<file path="src/rtl/uart_stat_pkg.sv">
package uart_stat_pkg;
  localparam int STAT_W  = 8;
  localparam int NUM_ERR = 3;

  localparam int B_MPBT = 0;
  localparam int B_MPB  = 1;
  localparam int B_TEND = 2;
  localparam int B_ERR0 = 3;  // parity, framing, overrun follow
  localparam int B_RDRF = 6;
  localparam int B_TDRE = 7;

  localparam logic [STAT_W-1:0] STAT_RST = STAT_W'((1 << B_TDRE) | (1 << B_TEND));

  typedef struct packed {
    logic               tdre;
    logic               rdrf;
    logic [NUM_ERR-1:0] err;   // [0] parity, [1] framing, [2] overrun
    logic               tend;
    logic               mpb;
    logic               mpbt;
  } stat_t;
endpackage

</file>
<file path="src/rtl/uart_err_flag.sv">
module uart_err_flag (
  input  logic clk_i,
  input  logic rst_ni,
  input  logic set_i,
  input  logic rd_hit_i,
  input  logic wr_hit_i,
  input  logic wbit_i,
  output logic flag_o
);
  logic flag_q, seen_q;
  logic clr;

  assign clr = wr_hit_i && !wbit_i && seen_q;

  always_ff @(posedge clk_i or negedge rst_ni) begin
    if (!rst_ni) begin
      flag_q <= 1'b0;
      seen_q <= 1'b0;
    end else begin
      if (set_i)    flag_q <= 1'b1;
      else if (clr) flag_q <= 1'b0;

      if (set_i || clr)            seen_q <= 1'b0;
      else if (rd_hit_i && flag_q) seen_q <= 1'b1;
    end
  end

  assign flag_o = flag_q;

  AST_ERR_SET: assert property (@(posedge clk_i) disable iff (!rst_ni)
    set_i |=> flag_q);
  AST_CLR_NEEDS_READ: assert property (@(posedge clk_i) disable iff (!rst_ni)
    (flag_q && !set_i && !(wr_hit_i && !wbit_i)) |=> flag_q);
  AST_W1_KEEP: assert property (@(posedge clk_i) disable iff (!rst_ni)
    (wr_hit_i && wbit_i && !set_i) |=> $stable(flag_q));
  AST_SET_DROPS_SEEN: assert property (@(posedge clk_i) disable iff (!rst_ni)
    set_i |=> !seen_q);
endmodule

</file>
<file path="src/rtl/uart_tx_flags.sv">
module uart_tx_flags (
  input  logic clk_i,
  input  logic rst_ni,
  input  logic tx_en_i,
  input  logic tdr_wr_i,
  input  logic tx_load_i,
  input  logic tx_last_i,
  output logic tdre_o,
  output logic tend_o
);
  logic tdre_q, tend_q;
  logic tend_set, tend_clr;

  // last bit with nothing queued means the line goes idle
  assign tend_set = !tx_en_i || (tx_last_i && tdre_q && !tdr_wr_i);
  assign tend_clr = tdr_wr_i && tx_en_i;

  always_ff @(posedge clk_i or negedge rst_ni) begin
    if (!rst_ni) begin
      tdre_q <= 1'b1;
      tend_q <= 1'b1;
    end else begin
      if (tx_load_i)     tdre_q <= 1'b1;
      else if (tdr_wr_i) tdre_q <= 1'b0;

      if (tend_set)      tend_q <= 1'b1;
      else if (tend_clr) tend_q <= 1'b0;
    end
  end

  assign tdre_o = tdre_q;
  assign tend_o = tend_q;

  AST_TEND_IDLE: assert property (@(posedge clk_i) disable iff (!rst_ni)
    !tx_en_i |=> tend_q);
  AST_TEND_CLR: assert property (@(posedge clk_i) disable iff (!rst_ni)
    (tdr_wr_i && tx_en_i) |=> !tend_q);
  AST_TEND_BUSY: assert property (@(posedge clk_i) disable iff (!rst_ni)
    (tx_en_i && !tdre_q && !tdr_wr_i) |=> $stable(tend_q));
  AST_TDRE_LOAD: assert property (@(posedge clk_i) disable iff (!rst_ni)
    tx_load_i |=> tdre_q);
endmodule

</file>
<file path="src/rtl/uart_rx_flags.sv">
module uart_rx_flags (
  input  logic clk_i,
  input  logic rst_ni,
  input  logic rx_en_i,
  input  logic rx_done_i,
  input  logic rx_mpb_i,
  input  logic rdr_rd_i,
  output logic rdrf_o,
  output logic mpb_o
);
  logic rdrf_q, mpb_q;

  always_ff @(posedge clk_i or negedge rst_ni) begin
    if (!rst_ni) begin
      rdrf_q <= 1'b0;
      mpb_q  <= 1'b0;
    end else begin
      if (rx_done_i)     rdrf_q <= 1'b1;
      else if (rdr_rd_i) rdrf_q <= 1'b0;

      if (rx_done_i && rx_en_i) mpb_q <= rx_mpb_i;
    end
  end

  assign rdrf_o = rdrf_q;
  assign mpb_o  = mpb_q;

  AST_RDRF_SET: assert property (@(posedge clk_i) disable iff (!rst_ni)
    rx_done_i |=> rdrf_q);
  AST_MPB_HOLD: assert property (@(posedge clk_i) disable iff (!rst_ni)
    !rx_en_i |=> $stable(mpb_q));
endmodule

</file>
<file path="src/rtl/uart_stat_reg.sv">
module uart_stat_reg
  import uart_stat_pkg::*;
(
  input  logic              clk_i,
  input  logic              rst_ni,
  input  logic              sel_i,
  input  logic              rd_en_i,
  input  logic              wr_en_i,
  input  logic [STAT_W-1:0] wdata_i,
  output logic [STAT_W-1:0] rdata_o,
  input  logic              tx_en_i,
  input  logic              tdr_wr_i,
  input  logic              tx_load_i,
  input  logic              tx_last_i,
  output logic              tx_mpb_o,
  input  logic              rx_en_i,
  input  logic              rx_done_i,
  input  logic              rx_mpb_i,
  input  logic              rdr_rd_i,
  input  logic              par_err_i,
  input  logic              frm_err_i,
  input  logic              ovr_err_i
);
  logic               rd_hit, wr_hit;
  logic [NUM_ERR-1:0] err_set, err_q;
  logic               mpbt_q;
  stat_t              stat;

  assign rd_hit  = sel_i && rd_en_i;
  assign wr_hit  = sel_i && wr_en_i;
  assign err_set = {ovr_err_i, frm_err_i, par_err_i};

  for (genvar i = 0; i < NUM_ERR; i++) begin : g_err
    uart_err_flag i_err (
      .clk_i   (clk_i),
      .rst_ni  (rst_ni),
      .set_i   (err_set[i]),
      .rd_hit_i(rd_hit),
      .wr_hit_i(wr_hit),
      .wbit_i  (wdata_i[B_ERR0+i]),
      .flag_o  (err_q[i])
    );
  end

  uart_tx_flags i_tx (
    .clk_i    (clk_i),
    .rst_ni   (rst_ni),
    .tx_en_i  (tx_en_i),
    .tdr_wr_i (tdr_wr_i),
    .tx_load_i(tx_load_i),
    .tx_last_i(tx_last_i),
    .tdre_o   (stat.tdre),
    .tend_o   (stat.tend)
  );

  uart_rx_flags i_rx (
    .clk_i    (clk_i),
    .rst_ni   (rst_ni),
    .rx_en_i  (rx_en_i),
    .rx_done_i(rx_done_i),
    .rx_mpb_i (rx_mpb_i),
    .rdr_rd_i (rdr_rd_i),
    .rdrf_o   (stat.rdrf),
    .mpb_o    (stat.mpb)
  );

  always_ff @(posedge clk_i or negedge rst_ni) begin
    if (!rst_ni)     mpbt_q <= STAT_RST[B_MPBT];
    else if (wr_hit) mpbt_q <= wdata_i[B_MPBT];
  end

  assign stat.err  = err_q;
  assign stat.mpbt = mpbt_q;
  assign tx_mpb_o  = mpbt_q;
  assign rdata_o   = rd_hit ? stat : '0;

  AST_MPBT_WR: assert property (@(posedge clk_i) disable iff (!rst_ni)
    wr_hit |=> tx_mpb_o == $past(wdata_i[B_MPBT]));
  AST_MPBT_HOLD: assert property (@(posedge clk_i) disable iff (!rst_ni)
    !wr_hit |=> $stable(tx_mpb_o));
endmodule

</file>
<file path="config.mk">
export PLATFORM = sky130hd
export DESIGN_NAME = uart_stat_reg
export DESIGN_NICKNAME = d
export VERILOG_FILES = /design/src/rtl/uart_stat_pkg.sv /design/src/rtl/uart_err_flag.sv /design/src/rtl/uart_tx_flags.sv /design/src/rtl/uart_rx_flags.sv /design/src/rtl/uart_stat_reg.sv
export SDC_FILE = /design/constraint.sdc
export NUM_CORES = 1
export LEC_CHECK = 0
export ABC_AREA = 1
export BUFFER_PORTS_ARGS = -buffer_cell sky130_fd_sc_hd__buf_4
export CORE_AREA = 2 2 39 41
export CTS_CLUSTER_SIZE = 16
export DETAILED_ROUTE_END_ITERATION = 10
export DIE_AREA = 0 0 41 43
export PLACE_DENSITY_LB_ADDON = 0.05
export REMOVE_ABC_BUFFERS = 1
export SYNTH_ARGS = -nofsm -noshare
export SYNTH_HDL_FRONTEND = slang
export SYNTH_SLANG_ARGS = --single-unit
</file>
<file path="constraint.sdc">
create_clock -name clk_i -period 1.15 [get_ports clk_i]
set_input_delay 0.115 -clock clk_i [delete_from_list [all_inputs] [get_ports clk_i]]
set_output_delay 0.115 -clock clk_i [all_outputs]
set_load 0.05 [all_outputs]
</file>
==> Yosys cells after proc, flatten, opt, wreduce, memory -nomap -nowiden <==
Cells that the tools add are included.
{ "op_classes": {"order_cmp": 0, "eq_ne": 0, "addsub": 0, "bitwise_logic": 0, "n_mux": 19, "n_div": 0, "n_reduce_logical": 33, "multipliers": 0, "shift": 0} }
{ "ops": {"columns": ["operator", "count"], "rows": [
  ["1-bit two-way mux", 18],
  ["2-bit nonzero test", 9],
  ["1-bit logical AND", 15],
  ["8-bit two-way mux", 1],
  ["1-bit zero test", 5],
  ["1-bit logical OR", 4]
]} }
{ "totals": {"mem_bits_rw": 0, "reg_bits": 11, "out_inout_bits": 9, "word_cells": 63, "mem_bits_ro": 0, "memories": 0, "latch_bits": 0, "inputBits": 24} }

==> Longest topological paths before layout <==
{ "depth": {"ltp_word": 5, "depth_mapped": 5, "mapped_depth_nobuf": 5} }

==> Cells and area by module <==
From an unflattened synthesis, not the netlist that was laid out.
{ "unflattened": {"hier_cells": 81, "area_unflattened_um2": 559.3} }
{ "modules_own_cells": {"columns": ["mod", "seq_area_each_um2", "area_per_inst_um2", "n_inst", "cells_each"], "rows": [
  ["uart_err_flag", 50.0, 96.3, 3, 14],
  ["uart_stat_reg", 25.0, 115.1, 1, 24],
  ["uart_rx_flags", 50.0, 77.6, 1, 8],
  ["uart_tx_flags", 52.6, 77.6, 1, 7]
]} }

==> Worst setup path after synthesis <==
No wires, ideal clock.
{ "synth_path": {"kind": "flip-flop to output port", "start": "register mpbt_q (netlist: tx_mpb_o)", "end": "output rdata_o[0]", "arrival_time_ns": 1.383, "stages_incl_launch_ff": 3, "required_time_ns": 1.035, "path_buffers": 0, "slack_ns": -0.348, "path_cell_list": "dfrtp_1 -> inv_1 -> nor2_1"} }
{ "synth_via": {"elab_chain_len": 1} }
{ "synth_lines": {"columns": ["item", "line_no", "source"], "rows": [
  ["start: declaration", "uart_stat_reg.sv:26", "logic mpbt_q;"],
  ["start signal: assignment", "uart_stat_reg.sv:68", "if (!rst_ni) mpbt_q <= STAT_RST[B_MPBT];"],
  ["start signal: assignment", "uart_stat_reg.sv:69", "else if (wr_hit) mpbt_q <= wdata_i[B_MPBT];"],
  ["8-bit two-way mux", "uart_stat_reg.sv:75", "assign rdata_o = rd_hit ? stat : '0;"],
  ["end: declaration", "uart_stat_reg.sv:10", "output logic [STAT_W-1:0] rdata_o,"]
]} }
Every way passes these cells.

==> Worst setup path after layout <==
{ "layout_path": {"start": "register i_tx.tdre_q (netlist: i_tx.tdre_o)", "end": "output rdata_o[7]"} }
{ "layout_via": {"elab_chain_len": 1} }
{ "layout_lines": {"columns": ["item", "line_no", "source"], "rows": [
  ["start: declaration", "uart_tx_flags.sv:11", "logic tdre_q, tend_q;"],
  ["start signal: assignment", "uart_tx_flags.sv:20", "tdre_q <= 1'b1;"],
  ["start signal: assignment", "uart_tx_flags.sv:23", "if (tx_load_i) tdre_q <= 1'b1;"],
  ["start signal: assignment", "uart_tx_flags.sv:24", "else if (tdr_wr_i) tdre_q <= 1'b0;"],
  ["8-bit two-way mux", "uart_stat_reg.sv:75", null]
]} }
Every way passes these cells.

==> reports/metrics.cfg <==
[placed_design]
io_buffers = 28
dp_hpwl_um = 820
dpl.cell_count = 113
place.gp.congestion = 0.6463
dp_slack_ns = 0.1850

[finish]
area_growth_pct = 64.06
n_antenna_cell = 0
nets = 130
drive_gt1_share_pct = 37.14
fin_util_pct = 60.67
fill_cells = 131
final_cells = 121

[sta]
final_hold_viol_count = 0
post-route-min-period_ns = 1.203
setup_ws_ns = -0.05293
final_max_slew_viol_count = 0
tns_ns = -0.09752
tightest_slew_ns = 0.3003
finalSetupViolations = 2
max_freq_mhz = 831.3
max_slew_margin_pct = 79.93
fin_skew_ns = 0.00009798
fin_crit_sh_pct = 104.6
rsz0062_at_grt = true

[floorplanning]
ioPinCount = 33
design.die.area_um2 = 1763
coreArea_um2 = 1384
num_rows = 14
die_height_um = 43
start_util_pct = 36.98
die-width_um = 41

[yosys]
synth_cells = 69
avgSynthCellArea_um2 = 7.417
syn_area_um2 = 511.7
yosysSeqAreaShare_pct = 54.28
synth_cell_types = 10
ys.warnings.count = 0
ys_ff_latch = 11

[worst_setup_path]
crit_buf_inv = 2
r2r.worst_path.cells = 3
cp_cell_sequence = inv_2, nor2_4, buf_6
cpMaxStageDelayCell = dfstp_2
required_ns = 1.03
cp.arrival_ns = 1.09
slowest_delay_ns = 0.54
crit_family = flip-flops
end_kind = output port
worstSetupStartpointType = flip-flop
critical_path.max_fanout = 2
cp_num_cells = 3
path_class = flip-flop to output port

[route]
ant_nets = 0
drc = 0
num_vias = 523
wl_mm = 1.151
drt_iter0_markers = 4
routedWlPerCell_um = 9.512
firstDrtPassIters = 3
vias_per_cell = 4.322

[clock_tree]
root_buffer = clkbuf_4
cts-buffers-inserted = 3
cts_max_level = 1
cts_sinks = 11
clk_pin_slew_ns = 0.07
clock_latency_ns = 0.27
cts_tree = yes
clockBufferDepth = 2

[worst_hold_path]
hold_path_class = input pin to flip-flop
holdPathStages = 3

[power_and_ir_drop]
total_power_uw = 955.7
cellPowerDensity_nw_per_um2 = 1138
p_leak_nw = 0.4925
vdd_drop_max_v = 0.0006335

[outcome]
status = finished with violations
violations = setup timing

[global_route]
grt_max_degree = 12
track_usage_pct = 16.58
grt-ovfl-total = 0
antenna_found_initial = 0
grt_pass1_wl_mm = 1.863
grt_pass1_vias = 441

[job]
cap_violations = 0

[repair_timing]
item | CTS | global route
hold buffers | 3 | 0
endpoints found under the hold margin | 13 | 0
pin swaps | 2 | 0
resized for setup | 6 | 5
setup endpoints to repair | 2 | 5
setup buffers | 1 | 0
[cell type report]
class	count	area, µm²	share of cell area [%]
clock buffer	4	26.28	3.130
tap	16	20.02	2.385
multi-input combinational	40	181.4	21.61
timing repair buffer	32	266.5	31.74
inverter	18	67.56	8.048
sequential	11	277.8	33.08
[worst register-to-register path: stages (launching register included)]
cell	delay, ns
dfstp_2	0.54
buf_4	0.10
a21oi_1	0.03
o21ai_0	0.14
[per-layer routing]
metal / share of wire [%] / wire length, µm / vias up / global-route usage [%]
met1: 42 / 483 / 229 / 20.13
met5: 0 / 0 / - / 0
met4: 2.0 / 23 / 0 / 12.00
li1: - / - / 272 / -
met2: 50 / 580 / 18 / 24.69
met3: 5.5 / 63 / 4 / 3.141
[report_power, final]
part / internal [mW] / switching [mW] / leakage [nW]
Clock: 0.134 / 0.136 / 0.0150
Sequential: 0.415 / 0.00927 / 0.121
Combinational: 0.110 / 0.151 / 0.356
Total: 0.659 / 0.296 / 0.492
[cells in the mapped netlist]
| library cell | count | area share [%] |
|---|---|---|
| inv_2 | 1 | 0.73 |
| nand2_1 | 19 | 14 |
| o21bai_1 | 2 | 2.9 |
| nor2_1 | 12 | 8.8 |
| dfstp_2 | 2 | 10 |
| dfrtp_1 | 9 | 44 |
| o21ai_0 | 2 | 2.0 |
| inv_1 | 17 | 12 |
| a21oi_1 | 2 | 2.0 |
| nand3_1 | 3 | 2.9 |
[logic make-up (layout without fill, tap and decap cells)]
logic type,count (synthesis),after routing,synth area share (%)
buffers and inverters,18,54,13.20
flip-flops,11,11,54.28
AO/OA/AOI/OAI,6,6,6.845
AND/OR/NAND/NOR,34,34,25.67
[flip-flops by register name, summed over array words and instances, names as in the netlist]
register            cells
g_err.i_err.flag_o      3
g_err.i_err.seen_q      3
i_rx.mpb_o              1
i_rx.rdrf_o             1
i_tx.tdre_o             1
i_tx.tend_o             1
tx_mpb_o                1
[layout by cell type (no fill, tap or decap), types with 2 or more instances in the layout]
cell | synthesis | routed
buf_4 | 0 | 25
nand2_1 | 19 | 19
inv_1 | 17 | 15
nor2_1 | 12 | 10
dfrtp_1 | 9 | 9
nand3_1 | 3 | 3
inv_2 | 1 | 3
clkbuf_4 | 0 | 3
dlygate4sd3_1 | 0 | 3
buf_6 | 0 | 3
nor2_4 | 0 | 2
o21ai_0 | 2 | 2
o21bai_1 | 2 | 2
a21oi_1 | 2 | 2
dfstp_2 | 2 | 2
[path summary, 6_finish.rpt]
kind / startpoint / end / slack [ns]
worst max-delay path: i_tx.tdre_o$_DFFE_PN1P_ / rdata_o[7] / -0.05
worst min-delay path: frm_err_i / g_err[1].i_err.flag_o$_DFFE_PN0P_ / 0.03
max in group asynchronous: rst_ni / i_tx.tdre_o$_DFFE_PN1P_ / 0.71
worst min register to register: g_err[1].i_err.flag_o$_DFFE_PN0P_ / g_err[1].i_err.flag_o$_DFFE_PN0P_ / 0.47
min in group asynchronous: rst_ni / i_rx.mpb_o$_DFFE_PN0P_ / 0.21
worst max register to register: i_tx.tend_o$_DFFE_PN1P_ / i_tx.tend_o$_DFFE_PN1P_ / 0.26
[stage by stage]
stage	cell area [µm²]	hold WS (ns)
3_3_place_gp	742.0	-0.04109
5_1_grt	839.6	0.02408
3_5_place_dp	742.0	-0.03912
2_1_floorplan	511.7	-0.1806
6_report	839.6	0.03296
4_1_cts	818.3	0.02297
Note: power is estimated with default switching activity, not from simulation.
